==> src/rtl/pms_pkg.sv <==
package pms_pkg;

    typedef enum logic [2:0] {
        MS_RESET    = 3'd0,
        MS_STANDBY  = 3'd1,
        MS_STARTUP  = 3'd2,
        MS_BOOST_SS = 3'd3,
        MS_NORMAL   = 3'd4
    } pm_mode_e;

    typedef struct packed {
        logic ref_en;
        logic osc_en;
        logic core_ready;
        logic boost_en;
        logic boost_pwm;
    } pm_out_s;

    localparam pm_out_s PM_ALL_OFF = '0;

    // Modes in which the chip core is powered and a wake request is honoured
    function automatic logic is_running(pm_mode_e m);
        return (m == MS_STARTUP) || (m == MS_BOOST_SS) || (m == MS_NORMAL);
    endfunction

    // Modes that consume millisecond ticks
    function automatic logic is_timed(pm_mode_e m);
        return (m == MS_STARTUP) || (m == MS_BOOST_SS);
    endfunction

endpackage

==> src/rtl/pms_delay_timer.sv <==
module pms_delay_timer #(
    parameter int DELAY_TICKS = 10
) (
    input  logic clk,
    input  logic srst,
    input  logic clr,
    input  logic run,
    input  logic tick,
    output logic done
);
    localparam int CW = $clog2(DELAY_TICKS + 1);
    localparam logic [CW-1:0] LAST = CW'(DELAY_TICKS - 1);

    logic [CW-1:0] cnt;

    always_ff @(posedge clk) begin
        if (srst || clr) begin
            cnt <= '0;
        end else if (run && tick) begin
            cnt <= cnt + 1'b1;
        end
    end

    // The wait ends on the tick that completes DELAY_TICKS
    assign done = run && tick && (cnt == LAST);

endmodule

==> src/rtl/pms_state_ctl.sv <==
module pms_state_ctl
    import pms_pkg::*;
(
    input  logic     clk,
    input  logic     srst,
    input  logic     hard_rst,
    input  logic     stby_n,
    input  logic     thermal,
    input  logic     boost_req,
    input  logic     tmr_done,
    output pm_mode_e mode,
    output logic     boost_run,
    output logic     tmr_clr,
    output logic     tmr_run
);
    pm_mode_e nxt;
    logic     boost_nxt;

    always_comb begin
        nxt       = mode;
        boost_nxt = boost_run;
        if (hard_rst) begin
            nxt = MS_RESET;
        end else if (mode == MS_RESET) begin
            nxt = MS_STANDBY;
        end else if (mode == MS_STANDBY) begin
            if (stby_n) nxt = MS_STARTUP;
        end else if (!stby_n) begin
            nxt = MS_STANDBY;
        end else if (thermal) begin
            nxt = MS_STARTUP;
        end else begin
            unique case (mode)
                MS_STARTUP: begin
                    if (tmr_done) nxt = boost_req ? MS_BOOST_SS : MS_NORMAL;
                end
                MS_BOOST_SS: begin
                    if (!boost_req) begin
                        nxt = MS_NORMAL;
                    end else if (tmr_done) begin
                        nxt       = MS_NORMAL;
                        boost_nxt = 1'b1;
                    end
                end
                MS_NORMAL: begin
                    if (!boost_req)      boost_nxt = 1'b0;
                    else if (!boost_run) nxt = MS_BOOST_SS;
                end
                default: nxt = MS_RESET;
            endcase
        end
        if (nxt != MS_NORMAL) boost_nxt = 1'b0;
    end

    assign tmr_clr = (nxt != mode) || ((mode == MS_STARTUP) && thermal);
    assign tmr_run = is_timed(mode);

    always_ff @(posedge clk) begin
        if (srst) begin
            mode      <= MS_RESET;
            boost_run <= 1'b0;
        end else begin
            mode      <= nxt;
            boost_run <= boost_nxt;
        end
    end

endmodule

==> src/rtl/pms_out_map.sv <==
module pms_out_map
    import pms_pkg::*;
(
    input  pm_mode_e mode,
    input  logic     boost_run,
    output pm_out_s  outs
);
    always_comb begin
        outs = PM_ALL_OFF;
        unique case (mode)
            MS_STARTUP: begin
                outs.ref_en = 1'b1;
                outs.osc_en = 1'b1;
            end
            MS_BOOST_SS: begin
                outs.ref_en   = 1'b1;
                outs.osc_en   = 1'b1;
                outs.boost_en = 1'b1;
            end
            MS_NORMAL: begin
                outs.ref_en     = 1'b1;
                outs.osc_en     = 1'b1;
                outs.core_ready = 1'b1;
                outs.boost_en   = boost_run;
                outs.boost_pwm  = boost_run;
            end
            default: outs = PM_ALL_OFF;
        endcase
    end

endmodule

==> src/rtl/pwr_mode_seq.sv <==
module pwr_mode_seq
    import pms_pkg::*;
#(
    parameter int DELAY_TICKS = 10
) (
    input  logic       clk,
    input  logic       srst,
    input  logic       ext_rst_n,
    input  logic       por_active,
    input  logic       thermal_fault,
    input  logic       stby_n,
    input  logic       boost_req,
    input  logic       ms_tick,
    output logic       ref_en,
    output logic       osc_en,
    output logic       core_ready,
    output logic       boost_en,
    output logic       boost_pwm,
    output logic [2:0] mode_code
);
    pm_mode_e mode;
    pm_out_s  outs;
    logic     boost_run;
    logic     tmr_clr;
    logic     tmr_run;
    logic     tmr_done;

    pms_delay_timer #(.DELAY_TICKS(DELAY_TICKS)) u_timer (
        .clk  (clk),
        .srst (srst),
        .clr  (tmr_clr),
        .run  (tmr_run),
        .tick (ms_tick),
        .done (tmr_done)
    );

    pms_state_ctl u_ctl (
        .clk       (clk),
        .srst      (srst),
        .hard_rst  (!ext_rst_n || por_active),
        .stby_n    (stby_n),
        .thermal   (thermal_fault),
        .boost_req (boost_req),
        .tmr_done  (tmr_done),
        .mode      (mode),
        .boost_run (boost_run),
        .tmr_clr   (tmr_clr),
        .tmr_run   (tmr_run)
    );

    pms_out_map u_map (
        .mode      (mode),
        .boost_run (boost_run),
        .outs      (outs)
    );

    assign ref_en     = outs.ref_en;
    assign osc_en     = outs.osc_en;
    assign core_ready = outs.core_ready;
    assign boost_en   = outs.boost_en;
    assign boost_pwm  = outs.boost_pwm;
    assign mode_code  = mode;

endmodule

==> config.mk <==
export PLATFORM = sky130hd
export DESIGN_NAME = pwr_mode_seq
export DESIGN_NICKNAME = d
export VERILOG_FILES = /design/src/rtl/pms_pkg.sv /design/src/rtl/pms_delay_timer.sv /design/src/rtl/pms_state_ctl.sv /design/src/rtl/pms_out_map.sv /design/src/rtl/pwr_mode_seq.sv
export SDC_FILE = /design/constraint.sdc
export NUM_CORES = 1
export LEC_CHECK = 0
export BUFFER_PORTS_ARGS = -buffer_cell sky130_fd_sc_hd__buf_4
export CORE_ASPECT_RATIO = 1.1
export CORE_MARGIN = 5
export CORE_UTILIZATION = 35
export CTS_BUF_LIST = sky130_fd_sc_hd__clkbuf_8 sky130_fd_sc_hd__clkbuf_16
export DETAILED_ROUTE_END_ITERATION = 8
export SYNTH_ARGS = -nofsm -noshare
export SYNTH_HDL_FRONTEND = slang
export SYNTH_SLANG_ARGS = --single-unit
==> constraint.sdc <==
create_clock -name clk -period 1.73 [get_ports clk]
set_input_delay 0 -clock clk [delete_from_list [all_inputs] [get_ports clk]]
set_output_delay 0 -clock clk [all_outputs]
set_load 0.005 [all_outputs]
=== Word-level counts from Yosys, hierarchy flattened ===
Index checks and enable logic that the tools add are counted.

* Register bits after elaboration: 8
* Input port bits: 8
* Output and inout bits: 8
* Word-level logic and storage cells: 52

* Add/subtract/negate cells: 1
* Equal/unequal tests: 10
* Multiplexer cells: 21
* Bitwise logic cells: 4
* Reduce and logical (&&, ||, !) cells: 13

{| class="wikitable"
|+ Operator list
! cell !! count
|-
| $mux 3 || 12
|-
| $pmux 3 s3 || 1
|-
| $reduce_and 9->1 || 1
|-
| $eq 3x2->1 const B || 2
|-
| $ne 2x2->1 const B || 3
|-
| $mux 1 || 5
|-
| $add 4x1->4 const B || 1
|-
| $eq 4x4->1 const B || 1
|-
| $logic_or 1x1->1 || 4
|-
| $not 1->1 || 4
|-
| $pmux 1 s2 || 2
|-
| $eq 3x1->1 const B || 1
|-
| $eq 3x3->1 const B || 1
|-
| $logic_and 1x1->1 || 3
|-
| $logic_not 3->1 || 1
|-
| $ne 3x3->1 || 1
|-
| $ne 3x3->1 const B || 1
|-
| $reduce_or 3->1 || 1
|-
| $mux 2 || 1
|-
| $reduce_bool 2->1 || 1
|-
| $reduce_or 2->1 || 1
|-
| $logic_not 1->1 || 1
|}

=== Logic depth before layout (Yosys ltp) ===
Gate-level depths: netlist of the first run.

* Depth after elaboration: 15
* Mapped depth: 7
* Depth with buffers taken out: 7

=== Cells and area by module ===
From an unflattened synthesis of the first run, not the netlist that was laid out.

* Cell total of the unflattened synthesis: 89
* Area total of the unflattened synthesis: 706.9 µm²

{| class="wikitable"
|+ By module, submodules not included
! module !! instances !! cells an instance !! area each (µm²) !! sequential area each (µm²)
|-
| pms_state_ctl || 1 || 60 || 442.9 || 80.1
|-
| pms_delay_timer || 1 || 21 || 200.2 || 80.1
|-
| pms_out_map || 1 || 7 || 57.6 || 0.0
|-
| pwr_mode_seq || 1 || 1 || 6.3 || 0.0
|}

=== Worst setup path after synthesis of the first run ===
Ideal clock, no wire load.

* Kind: reg-to-reg
* From: reg u_ctl.mode[1]
* To: reg u_timer.cnt[0]
* Library setup time: 0.096 ns
* Arrival: 1.478 ns
* Data required time: 1.634 ns
* Setup slack: 0.156 ns
* Cell stages (with the launch flop): 7
* Buffers on the path: 1
* Period minus slack after synthesis: 1.574 ns
* Cell sequence: dfxtp_1 > buf_6 > mux2_4 > o211ai_2 > o21a_2 > o221ai_2 > nor4b_1

* Cells in the longest elaborated chain, start to end: 15
* Elaborated cells on any way between the ends: 24
* Classes of those cells: eq/ne: 5; mux: 12; reduce/logical: 7

{| class="wikitable"
|+ RTL lines
! item !! line !! source
|-
| from (decl) || pms_state_ctl.sv:11 || <nowiki>output pm_mode_e mode,</nowiki>
|-
| from (signal assigned) || pms_state_ctl.sv:63 || <nowiki>mode <= nxt;</nowiki>
|-
| $eq 3x2->1 (on tied branches) || pms_pkg.sv:28, pms_state_ctl.sv:33, pms_state_ctl.sv:55 ||
|-
| $logic_or 1x1->1 || pms_pkg.sv:28 || <nowiki>return (m == MS_STARTUP) || (m == MS_BOOST_SS);</nowiki>
|-
| $logic_and 1x1->1 || pms_delay_timer.sv:19, pms_delay_timer.sv:25 ||
|-
| $logic_and 1x1->1 || pms_delay_timer.sv:25 || <nowiki>assign done = run && tick && (cnt == LAST);</nowiki>
|-
| $mux 3 || pms_state_ctl.sv:40 || <nowiki>end else if (tmr_done) begin</nowiki>
|-
| $mux 3 || pms_state_ctl.sv:38 || <nowiki>if (!boost_req) begin</nowiki>
|-
| $pmux 3 s3 || pms_state_ctl.sv:33 || <nowiki>unique case (mode)</nowiki>
|-
| $mux 3 || pms_state_ctl.sv:30 || <nowiki>end else if (thermal) begin</nowiki>
|-
| $mux 3 || pms_state_ctl.sv:28 || <nowiki>end else if (!stby_n) begin</nowiki>
|-
| $mux 3 || pms_state_ctl.sv:26 || <nowiki>end else if (mode == MS_STANDBY) begin</nowiki>
|-
| $mux 3 || pms_state_ctl.sv:24 || <nowiki>end else if (mode == MS_RESET) begin</nowiki>
|-
| $mux 3 || pms_state_ctl.sv:22 || <nowiki>if (hard_rst) begin</nowiki>
|-
| $ne 3x3->1 || pms_state_ctl.sv:55 || <nowiki>assign tmr_clr = (nxt != mode) || ((mode == MS_STARTUP) && thermal);</nowiki>
|-
| $logic_or 1x1->1 || pms_state_ctl.sv:55 ||
|-
| $logic_or 1x1->1 || pms_delay_timer.sv:17 || <nowiki>if (srst || clr) begin</nowiki>
|-
| to (signal assigned) || pms_delay_timer.sv:20 || <nowiki>cnt <= cnt + 1'b1;</nowiki>
|-
| to (decl) || pms_delay_timer.sv:14 || <nowiki>logic [CW-1:0] cnt;</nowiki>
|}

Several ways; a longest one is shown, not always the timed one.
A chain may end at the register's enable or synchronous reset.

=== Worst setup path after layout of the first run ===
* From: reg u_ctl.mode[1]
* To: reg u_timer.cnt[3]

The elaborated chain is that of the path after synthesis.

==> impl_metrics.tcl, run 1 <==
set metrics [dict create \
    status "complete, no violations" \
    io_pins 16 \
    diodes 0 \
    rows 17 \
    drt_iter0_drc 19 \
    cts_num_sinks 8 \
    slew_headroom_pct 78.4 \
    min_period_ns 1.71 \
    fin_util_pct 51.6 \
    syn-num-nets 101 \
    synth_ff_type "dfxtp_1" \
    dieArea_mm2 0.00311 \
    clk_path_buf_depth 2 \
    synth_area_um2 732 \
    yosysTopAreaCell "dfxtp_1" \
    hold_viol_final 0 \
    cts_root_buffer "clkbuf_8" \
    antenna_found_initial 0 \
    synthCells 91 \
    tightest_slew_ns 0.321 \
    min_path_type "primary input to flop" \
    floorplan.initialDensity_pct 36.6 \
    clk_latency_ns 0.23 \
    preCtsSetupSlack_ns 0.0259 \
    crit_type "flop to flop" \
    finalHoldWorstSlack_ns 0.0129 \
    cts_buffers 3 \
    period_share_pct 98.8 \
    synth_edf_count 0 \
    p_per_area_mw_per_mm2 477 \
    async_flop_share_pct 0 \
    yosys-top-cells-area "dfxtp_1 (22%), nor4b_1 (4.8%), inv_1 (3.6%)" \
    leakagePower_nw 0.441 \
    yosysTopAreaCellShare_pct 21.9 \
    crit_chain "buf_4 > inv_1 > nor4_1 > o21ai_0 > o221ai_2 > nor4b_1" \
    die_w_um 53.6 \
    yosysSeqAreaShare_pct 21.9 \
    drc 0 \
    htreeDepth 1 \
    place_hpwl_um 1460 \
    finish.net_count 129 \
    critPathLaunchType "flop" \
    clkTransAtPathRegs_ns 0.04 \
    syn2layout_area_growth_pct 41.0 \
    cp-end-kind "flop" \
    wl_per_cell_um 14.4 \
    yosysMostFrequentCell "dfxtp_1" \
    max_stage_delay_ns 0.41 \
    gp_congestion 0.773 \
    setup_violations 0 \
    postRouteAntennaNets 0 \
    ys_ff_latch 8 \
    grt_pass1_wl_um 3150 \
    crit_fanout 9 \
    peakVddDrop_mv 0.564 \
    dieHeight_um 58.0 \
    grt_overflow 0 \
    via_count 789 \
    fin_ws_ns 0.0208 \
    ys_types 41 \
    maxCapViolations 0 \
    drt_wl_total_um 2090 \
    fin_skew_ns 0.000365 \
    timing.final.max_slew_violations 0 \
    yosysWarnings 0 \
    dr.pass1.iters 4 \
    grt_usage_pct 13.5 \
    port_buffers 15 \
    core_mm2 0.00200 \
    synthTopCellsByCount "dfxtp_1 (8), inv_1 (7), nand2_1 (7), nor2_1 (7)" \
    max_freq_mhz 585 \
    grt_pass1_vias 726 \
    grt_max_degree 12 \
    cp.required_ns 1.84 \
    layout-drive-gt1-share_pct 41.9 \
    cts_tree "done" \
    synth.avg_cell_area_um2 8.04 \
    cp_data_arrival_time_ns 1.81 \
    slowest_stage "dfxtp_2" \
    post_drt_via_cell_ratio 5.44 \
]
## cell type report
type	instances	area [µm²]
Clock buffer	3	41.3
Fill cell	207	967
Inverter	7	26.3
Multi-Input combinational cell	72	563
Sequential cell	8	164
Tap cell	28	35.0
Timing Repair Buffer	27	203
## cells in the final DEF, fill, tap and decap left out, types with 2 or more instances in the layout
cell type / netlist / layout
xor2_1: 2 / 2
and3_1: 4 / 4
dfxtp_2: 0 / 3
nor3_1: 3 / 3
a21boi_1: 2 / 2
a21oi_1: 4 / 4
nor4b_1: 4 / 2
nor4_1: 2 / 2
nand2_1: 7 / 7
nand3_1: 2 / 2
a31oi_1: 3 / 2
o21ai_0: 4 / 4
buf_4: 1 / 27
inv_1: 7 / 7
nor4b_2: 0 / 2
nand2b_1: 3 / 3
clkbuf_8: 0 / 3
nor2_1: 7 / 6
dfxtp_1: 8 / 5
nor2b_1: 2 / 2
## what timing repair did
item,in CTS,in global routing
hold buffers,0,0
gates resized for setup,0,11
setup buffers,0,2
endpoints found under the setup margin,0,5
## power breakdown
group	internal, mW	total (mW)	switching (mW)
Sequential	0.186	0.190	0.00318
Clock	0.151	0.232	0.0810
Combinational	0.0329	0.0709	0.0380
Total	0.371	0.493	0.122
## kinds of logic after synthesis
family | count (synthesis) | share of synthesized area, %
AO/OA/AOI/OAI | 25 | 26.7
XOR/XNOR | 3 | 3.59
adder cells (fa/ha/maj) | 2 | 3.42
buffers and inverters | 11 | 8.38
flip-flops | 8 | 21.9
multiplexers | 1 | 2.05
AND/OR/NAND/NOR | 41 | 34.0
## state kept, by name, summed over array words and instances, names as in the netlist
name,count
u_timer.cnt,4
u_ctl.mode,3
u_ctl.boost_run,1
## per-stage QoR
stage                     std cells  instance area [µm²]  TNS (ns)  total power, mW
after floorplan                  91                  732         0            0.225
after CTS                       143                  961         0            0.490
after global routing            145                 1030    -0.251            0.517
after detailed placement        140                  920         0            0.257
after global placement          140                  920   -0.0942            0.258
final                           145                 1030         0            0.493
## critical path: cells and delay by family, from the launching register on
kind | cells | cell delay, ns
compound gates | 2 | 0.44
flops | 1 | 0.41
buf+inv | 2 | 0.28
simple gates | 2 | 0.45
## worst paths after layout
check	startpoint	endpoint	slack, ns	cells after the start
worst min register to register	u_ctl.boost_run	u_ctl.boost_run	0.48	2
worst max register to register	u_ctl.mode[1]	u_timer.cnt[3]	0.02	6
worst min-delay path	srst	u_ctl.mode[0]	0.01	2
worst max-delay path	u_ctl.mode[1]	u_timer.cnt[3]	0.02	6
## layer usage
| metal | vias up | global-route usage (%) | share of wire [%] |
|---|---|---|---|
| met2 | 19 | 21.4 | 51 |
| met1 | 375 | 16.7 | 44 |
| met4 | 0 | 6.93 | 1.3 |
| li1 | 391 | - | - |
| met3 | 4 | 2.83 | 3.5 |
| met5 | - | 0 | 0 |
Power figures use the tool's default switching activity.
==> run 2, diff against run 1 <==
--- a/constraint.sdc
+++ b/constraint.sdc
@@ -3,2 +3,2 @@
 set_output_delay 0 -clock clk [all_outputs]
-set_load 0.005 [all_outputs]
+set_load 0.1 [all_outputs]
==> impl_metrics.tcl, run 2 (same netlist as run 1, synthesis figures left out) <==
set metrics [dict create \
    place_hpwl_um 1440 \
    slew_headroom_pct 75.4 \
    finish.net_count 123 \
    grt_pass1_wl_um 3240 \
    clkTransAtPathRegs_ns 0.05 \
    post_drt_via_cell_ratio 5.44 \
    wl_per_cell_um 13.9 \
    core_mm2 0.00200 \
    cp.required_ns 1.86 \
    dieArea_mm2 0.00311 \
    critPathLaunchType "flop" \
    max_freq_mhz 588 \
    postRouteAntennaNets 0 \
    antenna_found_initial 0 \
    cp-end-kind "flop" \
    leakagePower_nw 0.447 \
    port_buffers 15 \
    regMostFlops "u_timer.cnt" \
    cp_num_cells 7 \
    min_path_type "primary input to flop" \
    drt_iter0_drc 20 \
    largest_register_ffs 4 \
    rsz0062_at_grt "yes" \
    crit_type "flop to flop" \
    fin_ws_ns 0.0280 \
    die_w_um 53.6 \
    grt_overflow 0 \
    drt_wl_total_um 1950 \
    grt_max_degree 16 \
    finalHoldWorstSlack_ns 0.118 \
    via_count 761 \
    crit_start "u_timer.cnt[1]" \
    final_cell_mix "buf_4 (20), inv_1 (8), nand2_1 (7), nor2_1 (6)" \
    setup.worst_path.end "u_timer.cnt[2]" \
    drc 0 \
    cp_data_arrival_time_ns 1.83 \
    layout_commonest_cell "buf_4" \
    maxCapViolations 0 \
    cts_buffers 3 \
    slowest_stage "dfxtp_2" \
    tightest_slew_ns 0.363 \
    placed_area_um2 913 \
    floorplan.initialDensity_pct 36.6 \
    gp_congestion 0.832 \
    layout-drive-gt1-share_pct 39.3 \
    rr_worst_depth 7 \
    cp_top_family "compound AO/OA/AOI/OAI gates" \
    preCtsSetupSlack_ns 0.0463 \
    period_share_pct 98.4 \
    fin_cells 140 \
    hold_viol_final 0 \
    p_per_area_mw_per_mm2 486 \
    diodes 0 \
    htreeDepth 1 \
    rr_endpoint "u_timer.cnt[2]" \
    tns_ns 0 \
    rows 17 \
    setup_violations 0 \
    cts_tree "done" \
    min_period_ns 1.70 \
    syn2layout_area_growth_pct 41.0 \
    clk_latency_ns 0.23 \
    grt_usage_pct 13.7 \
    total_power_mw 0.502 \
    top_regs "u_timer.cnt: 4 flops, u_ctl.mode: 3 flops, u_ctl.boost_run: 1 flops" \
    io_pins 16 \
    cts_num_sinks 8 \
    fin_skew_ns 0.00758 \
    dieHeight_um 58.0 \
    peakVddDrop_mv 0.576 \
    fillers 201 \
    cts_root_buffer "clkbuf_8" \
    clk_path_buf_depth 2 \
    finish.instance_area_mm2 0.00103 \
    reg2reg_from "u_timer.cnt[1]" \
    max_stage_delay_ns 0.34 \
    r2r_setup_slack_ns 0.03 \
    crit_fanout 6 \
    timing.final.max_slew_violations 0 \
    place_inst 135 \
    cp_num_buf_inv 1 \
    fin_util_pct 51.6 \
    crit_chain "inv_1 > ha_1 > nand4b_4 > a21oi_1 > o211ai_1 > o221ai_4 > nor4b_1" \
    status "complete, no violations" \
    dr.pass1.iters 4 \
    grt_pass1_vias 741 \
]
run 2: final cells by class:
| class | instances | area (µm²) | share of cell area, % |
|---|---|---|---|
| multi-input combinational | 72 | 593 | 57.5 |
| clock buffer | 3 | 41.3 | 4.00 |
| clock inverter | 1 | 3.75 | 0.364 |
| tap | 28 | 35.0 | 3.39 |
| sequential | 8 | 173 | 16.7 |
| inverter | 7 | 26.3 | 2.55 |
| timing repair buffer | 21 | 160 | 15.5 |
run 2: worst reg2reg max path: cells and delay by family (launching register included):
kind	cells	cell delay, ns
buf+inv	1	0.04
simple gates	2	0.43
compound gates	3	0.58
flops	1	0.34
fa+ha+maj	1	0.20
run 2: where the power goes:
group / switching (mW) / leakage, nW / total [mW] / internal, mW
Sequential: 0.00401 / 0.0674 / 0.186 / 0.182
Clock: 0.0809 / 0.0269 / 0.235 / 0.154
Combinational: 0.0483 / 0.352 / 0.0806 / 0.0323
run 2: what timing repair did:
action,CTS,global route
endpoints found under the hold margin,1,0
setup endpoints to repair,0,5
gates resized for setup,0,11
buffers inserted,0,0
hold buffers,1,0
run 2: worst min-delay path by stage:
stage	from	slack, ns	cells after the start	endpoint
floorplan	srst	0.06	1	u_ctl.mode[2]
global placement	srst	0.23	2	u_ctl.mode[2]
detailed placement	srst	0.24	2	u_ctl.mode[2]
CTS	por_active	0.09	4	u_ctl.mode[0]
global route	thermal_fault	0.16	4	u_ctl.mode[2]
finish	thermal_fault	0.12	4	u_ctl.mode[2]
run 2: metal layers:
| layer | track usage [%] | part of all wire (%) | up-vias |
|---|---|---|---|
| met4 | 0.730 | 0.72 | 0 |
| met3 | 4.63 | 4.6 | 2 |
| li1 | - | - | 382 |
| met5 | 0 | 0 | - |
| met2 | 22.4 | 48 | 19 |
| met1 | 18.0 | 47 | 358 |
==> run 3, diff against run 2 <==
Clock period 1.73 ns to 1.5 ns, I/O delays scaled along.
==> impl_metrics.tcl, run 3 (same netlist as run 1, synthesis figures left out) <==
set metrics [dict create \
    status "finished with violations" \
    violations "negative setup slack" \
    postRouteAntennaNets 0 \
    fillers 184 \
    cp-end-kind "output pin" \
    total_power_mw 0.589 \
    gp_congestion 0.833 \
    timing.final.max_slew_violations 0 \
    leakagePower_nw 0.498 \
    finish.net_count 138 \
    top_regs "u_timer.cnt: 4 flops, u_ctl.mode: 3 flops, u_ctl.boost_run: 1 flops" \
    crit_type "flop to output pin" \
    clkTransAtPathRegs_ns 0.05 \
    placed_area_mm2 0.00105 \
    critPathLaunchType "flop" \
    syn2layout_area_growth_pct 68.9 \
    tightest_slew_ns 0.311 \
    final_cell_mix "buf_4 (29), nand2_1 (7), inv_1 (6), nor2_1 (6)" \
    cp.required_ns 1.50 \
    grt_pass1_wl_um 3490 \
    dieArea_mm2 0.00311 \
    finalHoldWorstSlack_ns 0.0866 \
    io_pins 16 \
    rr_worst_depth 7 \
    floorplan.initialDensity_pct 36.6 \
    dieHeight_um 58.0 \
    clk_path_buf_depth 2 \
    max_freq_mhz 641 \
    fin_ws_ns -0.0598 \
    dr.pass1.iters 4 \
    cts_tree "done" \
    wl_per_cell_um 13.9 \
    peakVddDrop_mv 0.683 \
    r2r_setup_slack_ns -0.04 \
    die_w_um 53.6 \
    fin_skew_ns 0.0120 \
    preCtsSetupSlack_ns -0.165 \
    grt_overflow 0 \
    p_per_area_mw_per_mm2 476 \
    cts_num_sinks 8 \
    rr_endpoint "u_timer.cnt[2]" \
    min_path_type "primary input to flop" \
    largest_register_ffs 4 \
    maxCapViolations 0 \
    htreeDepth 1 \
    crit_fanout 9 \
    antenna_found_initial 0 \
    regMostFlops "u_timer.cnt" \
    fin_cells 155 \
    finish.instance_area_mm2 0.00124 \
    drt_iter0_drc 17 \
    drc 0 \
    setup.worst_path.end "ref_en" \
    drt_wl_total_um 2150 \
    reg2reg_from "u_timer.cnt[1]" \
    diodes 0 \
    core_mm2 0.00200 \
    min_period_ns 1.56 \
    crit_start "u_ctl.mode[1]" \
    clk_latency_ns 0.23 \
    cts_buffers 3 \
    place_inst 147 \
    setup_violations 7 \
    cp_data_arrival_time_ns 1.56 \
    slew_headroom_pct 79.0 \
    layout-drive-gt1-share_pct 52.8 \
    rows 17 \
    place_hpwl_um 1610 \
    fin_util_pct 61.8 \
    period_share_pct 104 \
    cts_root_buffer "clkbuf_8" \
    post_drt_via_cell_ratio 5.33 \
    hold_viol_final 0 \
    grt_usage_pct 14.8 \
    grt_pass1_vias 832 \
    tns_ns -0.264 \
    layout_commonest_cell "buf_4" \
    grt_max_degree 15 \
    via_count 826 \
    rsz0062_at_grt "yes" \
    port_buffers 15 \
]
==> run 3: changes by cell type in the layout (fill, tap and decap cells not counted), sizes merged <==
cell      delta
buf         +15
clkinvlp     +1
inv          -1
==> run 3: area by class of cell <==
class | instances | area, µm² | area share [%]
Multi-Input combinational cell | 72 | 622 | 50.3
Timing Repair Buffer | 36 | 330 | 26.7
Sequential cell | 8 | 174 | 14.1
Clock buffer | 3 | 41.3 | 3.34
Tap cell | 28 | 35.0 | 2.83
Inverter | 7 | 30.0 | 2.43
Clock inverter | 1 | 3.75 | 0.304
==> run 3: how the worst min path moves through the flow <==
stage                    start       endpoint  slack [ns]  cells past startpoint
floorplan                 srst  u_ctl.mode[2]        0.07                      1
global placement          srst  u_ctl.mode[2]        0.24                      2
detailed placement        srst  u_ctl.mode[2]        0.24                      2
CTS                 por_active  u_ctl.mode[0]        0.08                      4
global route        por_active  u_ctl.mode[0]         0.1                      4
finish              por_active  u_ctl.mode[0]        0.09                      4
==> run 3: worst max-delay path, cell delays in order, from the launching register on <==
cell and delay [ns]:
dfxtp_4 0.37, buf_4 0.15, nor2_2 0.14, buf_4 0.13, nand2_1 0.07, buf_4 0.16, o21ai_4 0.09, buf_12 0.21
==> run 3: routing by layer <==
layer | vias up | GRT usage, % | routed length (µm)
li1 | 412 | - | -
met1 | 386 | 18.1 | 932
met2 | 28 | 24.2 | 1060
met3 | 0 | 5.91 | 160
met4 | 0 | 3.28 | 0
met5 | - | 0 | 0
==> run 3: timing repair <==
action,CTS,global route
hold buffers,1,0
buffers inserted,1,2
pin swaps,7,2
gates resized for setup,21,5
setup endpoints to repair,10,11
endpoints found under the hold margin,2,0
==> run 3: report_power, final <==
group | total [mW] | switching (mW) | leakage (nW) | internal, mW
registers | 0.213 | 0.00239 | 0.0679 | 0.210
clock network | 0.269 | 0.0916 | 0.0269 | 0.178
logic | 0.107 | 0.0589 | 0.403 | 0.0479
total | 0.589 | 0.153 | 0.498 | 0.436
